File: src/rtl/dep_prefetch_unit.sv
module dep_prefetch_unit #(
  parameter int NREG      = 8,
  parameter int DW        = 16,
  parameter int NARC      = 8,
  parameter int AGE_LIMIT = 400
) (
  input  logic                      clk,
  input  logic                      rst,
  input  logic [$clog2(NREG)-1:0]   bus_addr,
  input  logic                      bus_rd,
  input  logic                      bus_wr,
  input  logic [DW-1:0]             bus_wdata,
  output logic [DW-1:0]             bus_rdata,
  output logic                      bus_ready,
  output logic                      int_req,
  output logic                      int_we,
  output logic [$clog2(NREG)-1:0]   int_addr,
  output logic [DW-1:0]             int_wdata,
  input  logic [DW-1:0]             int_rdata,
  input  logic                      cfg_we,
  input  logic [$clog2(NARC)-1:0]   cfg_idx,
  input  logic                      cfg_valid,
  input  logic                      cfg_on_read,
  input  logic [$clog2(NREG)-1:0]   cfg_src,
  input  logic [$clog2(NREG)-1:0]   cfg_tgt
);
  localparam int AW = $clog2(NREG);
  localparam int GW = $clog2(AGE_LIMIT + 1);

  typedef enum logic [1:0] {P_IDLE, P_A, P_B} phase_t;

  logic [DW-1:0]   shadow  [NREG];
  logic [GW-1:0]   age     [NREG];
  logic [AW-1:0]   arc_src [NARC];
  logic [AW-1:0]   arc_tgt [NARC];
  logic [NARC-1:0] arc_v, arc_rd, arc_pend;

  logic [NREG-1:0] urgent, due, urg_set, busy_mask;
  phase_t          phase;
  logic [AW-1:0]   cur_addr, wr_addr, pick_urg, pick_due;
  logic            cur_we, wr_pend, have_urg, have_due;
  logic [DW-1:0]   cur_wdata, wr_data;
  logic            wr_acc, can_issue, issue_wr, issue_urg, issue_due, go, done_rd;

  assign bus_rdata = shadow[bus_addr];
  assign bus_ready = !wr_pend;
  assign wr_acc    = bus_wr && !wr_pend;

  assign int_req   = (phase == P_A);
  assign int_we    = (phase != P_IDLE) && cur_we;
  assign int_addr  = cur_addr;
  assign int_wdata = cur_wdata;

  assign can_issue = (phase == P_IDLE) || (phase == P_B);
  assign done_rd   = (phase == P_B) && !cur_we;
  assign busy_mask = (phase != P_IDLE && !cur_we) ? (NREG'(1) << cur_addr) : '0;

  always_comb begin
    for (int i = 0; i < NREG; i++) due[i] = (age[i] == '0);
    due = due & ~busy_mask;
  end

  always_comb begin
    urg_set = '0;
    if (wr_acc) begin
      urg_set[bus_addr] = 1'b1;
      for (int k = 0; k < NARC; k++)
        if (arc_v[k] && !arc_rd[k] && arc_src[k] == bus_addr) urg_set[arc_tgt[k]] = 1'b1;
    end
    for (int k = 0; k < NARC; k++)
      if (arc_pend[k]) urg_set[arc_tgt[k]] = 1'b1;
  end

  always_comb begin
    have_urg = 1'b0;
    have_due = 1'b0;
    pick_urg = '0;
    pick_due = '0;
    for (int i = NREG - 1; i >= 0; i--) begin
      if (urgent[i]) begin have_urg = 1'b1; pick_urg = AW'(i); end
      if (due[i])    begin have_due = 1'b1; pick_due = AW'(i); end
    end
  end

  assign issue_wr  = can_issue && wr_pend;
  assign issue_urg = can_issue && !wr_pend && have_urg;
  assign issue_due = can_issue && !wr_pend && !have_urg && have_due;
  assign go        = issue_wr || issue_urg || issue_due;

  always_ff @(posedge clk) begin
    if (rst) begin
      arc_v <= '0;
      arc_rd <= '0;
      for (int k = 0; k < NARC; k++) begin
        arc_src[k] <= '0;
        arc_tgt[k] <= '0;
      end
    end else if (cfg_we) begin
      arc_v[cfg_idx]   <= cfg_valid;
      arc_rd[cfg_idx]  <= cfg_on_read;
      arc_src[cfg_idx] <= cfg_src;
      arc_tgt[cfg_idx] <= cfg_tgt;
    end
  end

  always_ff @(posedge clk) begin
    if (rst) arc_pend <= '0;
    else
      for (int k = 0; k < NARC; k++)
        arc_pend[k] <= bus_rd && arc_v[k] && arc_rd[k] && (arc_src[k] == bus_addr);
  end

  always_ff @(posedge clk) begin
    if (rst) begin
      wr_pend <= 1'b0;
      wr_addr <= '0;
      wr_data <= '0;
    end else if (wr_acc) begin
      wr_pend <= 1'b1;
      wr_addr <= bus_addr;
      wr_data <= bus_wdata;
    end else if (issue_wr) begin
      wr_pend <= 1'b0;
    end
  end

  always_ff @(posedge clk) begin
    if (rst) urgent <= '0;
    else urgent <= (urgent & ~(issue_urg ? (NREG'(1) << pick_urg) : '0)) | urg_set;
  end

  always_ff @(posedge clk) begin
    if (rst) begin
      phase     <= P_IDLE;
      cur_addr  <= '0;
      cur_we    <= 1'b0;
      cur_wdata <= '0;
    end else if (go) begin
      phase     <= P_A;
      cur_we    <= issue_wr;
      cur_wdata <= wr_data;
      cur_addr  <= issue_wr ? wr_addr : (issue_urg ? pick_urg : pick_due);
    end else if (phase == P_A) begin
      phase <= P_B;
    end else begin
      phase <= P_IDLE;
    end
  end

  always_ff @(posedge clk) begin
    if (rst) begin
      for (int i = 0; i < NREG; i++) begin
        shadow[i] <= '0;
        age[i]    <= '0;
      end
    end else begin
      if (done_rd) shadow[cur_addr] <= int_rdata;
      for (int i = 0; i < NREG; i++) begin
        if (done_rd && cur_addr == AW'(i)) age[i] <= GW'(AGE_LIMIT);
        else if (age[i] != '0)             age[i] <= age[i] - 1'b1;
      end
    end
  end
endmodule

File: config.mk
export PLATFORM = sky130hd
export DESIGN_NAME = dep_prefetch_unit
export DESIGN_NICKNAME = d
export VERILOG_FILES = /design/src/rtl/dep_prefetch_unit.sv
export SDC_FILE = /design/constraint.sdc
export NUM_CORES = 1
export LEC_CHECK = 0
export ABC_AREA = 1
export BUFFER_PORTS_ARGS = -buffer_cell sky130_fd_sc_hd__buf_2
export CORE_UTILIZATION = 55
export CTS_CLUSTER_SIZE = 8
export DETAILED_ROUTE_END_ITERATION = 7
export PLACE_DENSITY = 0.73
export SYNTH_ARGS = -nofsm -noshare
export SYNTH_HDL_FRONTEND = slang
export SYNTH_SLANG_ARGS = --single-unit
File: constraint.sdc
create_clock -name clk -period 3.7 [get_ports clk]
set_clock_uncertainty 0.1 [all_clocks]
set_input_delay 0.185 -clock clk [delete_from_list [all_inputs] [get_ports clk]]
set_output_delay 0.185 -clock clk [all_outputs]
set_load 0.03 [all_outputs]
==> results.py <==
metrics = {
    "yosys": {
        "synth_top_family_by_area": "simple AND/OR/NAND/NOR gates",
        "yosys.area.top_type": "edfxtp_1",
        "synthXorXnorAreaFrac_pct": 1.80,
        "seq_area_frac_synth_pct": 57.4,
        "synthesis.instances": 1731,
        "avgSynthCellArea_um2": 8.98,
        "synth-compound-area-share_pct": 8.28,
        "synth_top_area_share_pct": 47.9,
        "syn-num-nets": 1791,
        "synth-seq-cells": 322,
        "synth_area_leaders": "edfxtp_1 (48%), dfxtp_1 (9.5%), nor2_1 (9.4%), nand2_1 (6.3%), inv_1 (4.8%)",
        "yosys_warnings": 0,
        "synthMuxAreaShare_pct": 0,
        "synth_cell_type_count": 41,
        "synth-adder-area-share_pct": 0.725,
        "yosys.area_share.simple_pct": 25.3,
        "syn_area_mm2": 0.0155,
    },
    "placed_design": {
        "io_buffers": 88,
        "gp_congestion": 0.994,
        "numPlacedInstances": 2170,
        "dp_hpwl_um": 26900,
    },
    "finish": {
        "synthToLayoutAreaGrowth_pct": 16.1,
        "fin_util_pct": 65.0,
        "diodes": 0,
        "finalNonFillerCells": 2289,
        "layout-drive-gt1-share_pct": 10.7,
        "fin_nets": 1933,
    },
    "route": {
        "drt_wl_total_um": 41000,
        "vias": 13000,
        "wl_per_cell_um": 17.9,
        "drc": 0,
        "via_per_inst": 5.68,
        "final_antenna_net_count": 0,
        "drt_iter0_drc": 1329,
        "detailedRoute.firstPassIterationCount": 5,
    },
    "floorplanning": {
        "coreArea_mm2": 0.0278,
        "die_w_um": 170,
        "io_pins": 89,
        "num_rows": 61,
        "start_util_pct": 55.9,
        "die_h_um": 170,
        "die-area_mm2": 0.0289,
    },
    "timing": {
        "rsz0062_at_grt": "no",
        "worst_pin_slew_ns": 0.980,
        "fmax_mhz": 380,
        "maxSlewHeadroom_pct": 34.5,
        "drv_slew": 0,
        "finalCriticalPeriod_ns": 2.63,
        "min_period_over_period_pct": 71.2,
        "hold_viol_final": 0,
        "timing.final.setup_violations": 0,
        "setup_tns_ns": 0,
    },
    "global_routing": {
        "grt_use_met3_pct": 4.05,
        "grt_pass1_wl_um": 64200,
        "overflow": 0,
        "antenna_found_initial": 0,
        "met1_usage_pct": 39.2,
        "grt_use_total_pct": 28.8,
        "grt-busiest-layer": "met2",
        "grtUsageMet2_pct": 47.8,
        "grt_max_degree": 72,
        "grt_pass1_vias": 12300,
    },
    "power_and_ir_drop": {
        "internal_power_mw": 7.68,
        "switching_share_pct": 31.9,
        "p_comb_share_pct": 22.1,
        "clkPwrFrac_pct": 34.7,
        "power.net_switching_mw": 3.59,
        "leakagePower_nw": 7.58,
        "pwr_density_cell_mw_per_mm2": 625,
        "ir_drop_uv": 464,
        "seqPwrFrac_pct": 43.2,
    },
    "run_status": {
        "status": "finished, final reports clean",
    },
    "worst_setup_path": {
        "cp_slowest_cell": "buf_4",
        "max_stage_delay_ns": 0.59,
        "cp_max_fo": 71,
        "crit_required_ns": 3.80,
        "path_cells": "dlygate4sd3_1, buf_2, inv_2, buf_4, nand4_1, nand2_1",
        "crit_type": "input pin to register",
        "worstPathArrival_ns": 2.73,
        "cp-start-kind": "input pin",
        "endpoint_kind": "register",
    },
    "clock_network": {
        "cts_sinks": 322,
        "clockBufferDepth": 3,
        "cts-root-buf": "clkbuf_16",
        "clkTransAtPathRegs_ns": 0.05,
        "cts.htree.levels": 2,
        "numCtsBuffers": 46,
        "clock_latency_ns": 0.55,
        "cts_tree": "done",
    },
    "hold_path": {
        "hp-class": "input pin to register",
    },
    "flow_run": {
        "max_cap_violations": 0,
    },
}
[layout make-up]
class                      count  area, um^2
fill                        2272        9730
sequential                   322        8930
multi-input combinational   1155        5620
clock buffer                  82        1290
timing repair buffer         134         868
inverter                     214         803
tap                          378         473
clock inverter                 4        70.1
[metrics by stage]
stage	hold slack [ns]	total power, mW	cell area, um^2	setup slack (ns)
finish	0.0163	11.3	18100	1.07
CTS	0.00635	11.3	18100	1.11
global placement	0.333	7.27	16400	1.16
floorplan	0.237	6.75	15500	1.42
detailed placement	0.333	7.37	16400	1.13
global route	0.0292	11.8	18100	0.900
[metal layers]
layer  wire (um)  vias up
met5           0        -
met4         930        0
li1            -     6153
met1       17400     6221
met2       19400      552
met3        3230       74
[state kept, by name, indices dropped and copies added, names as in the netlist, 3 cells and up]
name / flops
int_wdata: 16
wr_addr: 3
arc_rd: 8
arc_src: 24
age: 72
urgent: 8
int_addr: 3
arc_v: 8
arc_pend: 8
shadow: 128
arc_tgt: 24
wr_data: 16
[placed cells by master, fill, tap and decap left out, types with 4 or more instances in the layout]
cell	count
xnor2_1	19
nor3_1	24
clkbuf_1	36
xor2_1	13
a221oi_1	15
nand2_1	262
nor3_2	7
a21oi_1	54
or2_2	18
inv_2	10
clkbuf_16	46
o22ai_1	39
inv_1	200
nor2_1	388
clkinv_1	4
dlygate4sd3_1	33
edfxtp_1	248
dfxtp_1	74
buf_2	88
nand4_1	37
nand3_1	127
nor2_2	8
ha_1	9
buf_4	13
a22o_1	15
o21ai_0	49
nand3b_1	20
a22oi_1	17
a31oi_1	11
[power groups by stage]
stage	Clock (mW)	Sequential, mW	Combinational [mW]
after floorplan	0	4.94	1.81
after global placement	0	4.91	2.37
after detailed placement	0	4.93	2.44
after CTS	3.93	4.87	2.49
after global routing	4.09	4.94	2.80
final	3.91	4.88	2.49
[final timing paths]
check                   from             to  slack [ns]  cells after the start
hold reg to reg   wr_data[6]   int_wdata[6]        0.34                      2
hold / removal    cfg_src[2]  arc_src[1][2]        0.02                      3
setup reg to reg    phase[1]     age[0][20]        1.11                     10
setup / recovery         rst  arc_tgt[2][2]        1.07                      6
[what timing repair did]
action | 4_1_cts | 5_1_grt
endpoints found under the hold margin | 139 | 0
gates resized for setup | 0 | 0
buffers inserted | 0 | 0
hold buffers | 33 | 0
[cells in the mapped netlist]
master / n
a31oi_1: 11
clkbuf_1: 19
o31ai_1: 2
xor2_1: 13
nor2_2: 8
buf_2: 14
buf_1: 3
a21oi_1: 54
a221oi_1: 15
o211ai_1: 1
o211ai_2: 1
ha_1: 9
nor4_1: 3
edfxtp_1: 248
clkinv_1: 4
or2_0: 2
o21ai_2: 2
buf_4: 1
a22oi_1: 17
nor3_4: 2
nand4_1: 37
o22ai_1: 39
o21ai_0: 49
inv_2: 10
nand3b_1: 20
dfxtp_1: 74
nor2_1: 388
xnor2_1: 19
nand3_2: 3
a22o_1: 15
nand2_1: 262
nor2_4: 1
or2_2: 18
inv_1: 200
nand2_2: 1
and2_0: 1
nor3_2: 8
o21ai_1: 3
buf_6: 3
nor3_1: 24
nand3_1: 127
[cell families after synthesis]
logic type	after synthesis
xor gates and xnor gates	32
AOI/OAI and AO/OA	209
and+or+nand+nor	905
buffers and inverters	254
DFF	322
adders and majority gates	9
[worst max-delay path, delay by kind of cell]
kind | cells | cell delay (ns)
buf+inv | 4 | 1.58
simple gates | 2 | 0.94
(Power assumes the default switching activity.)
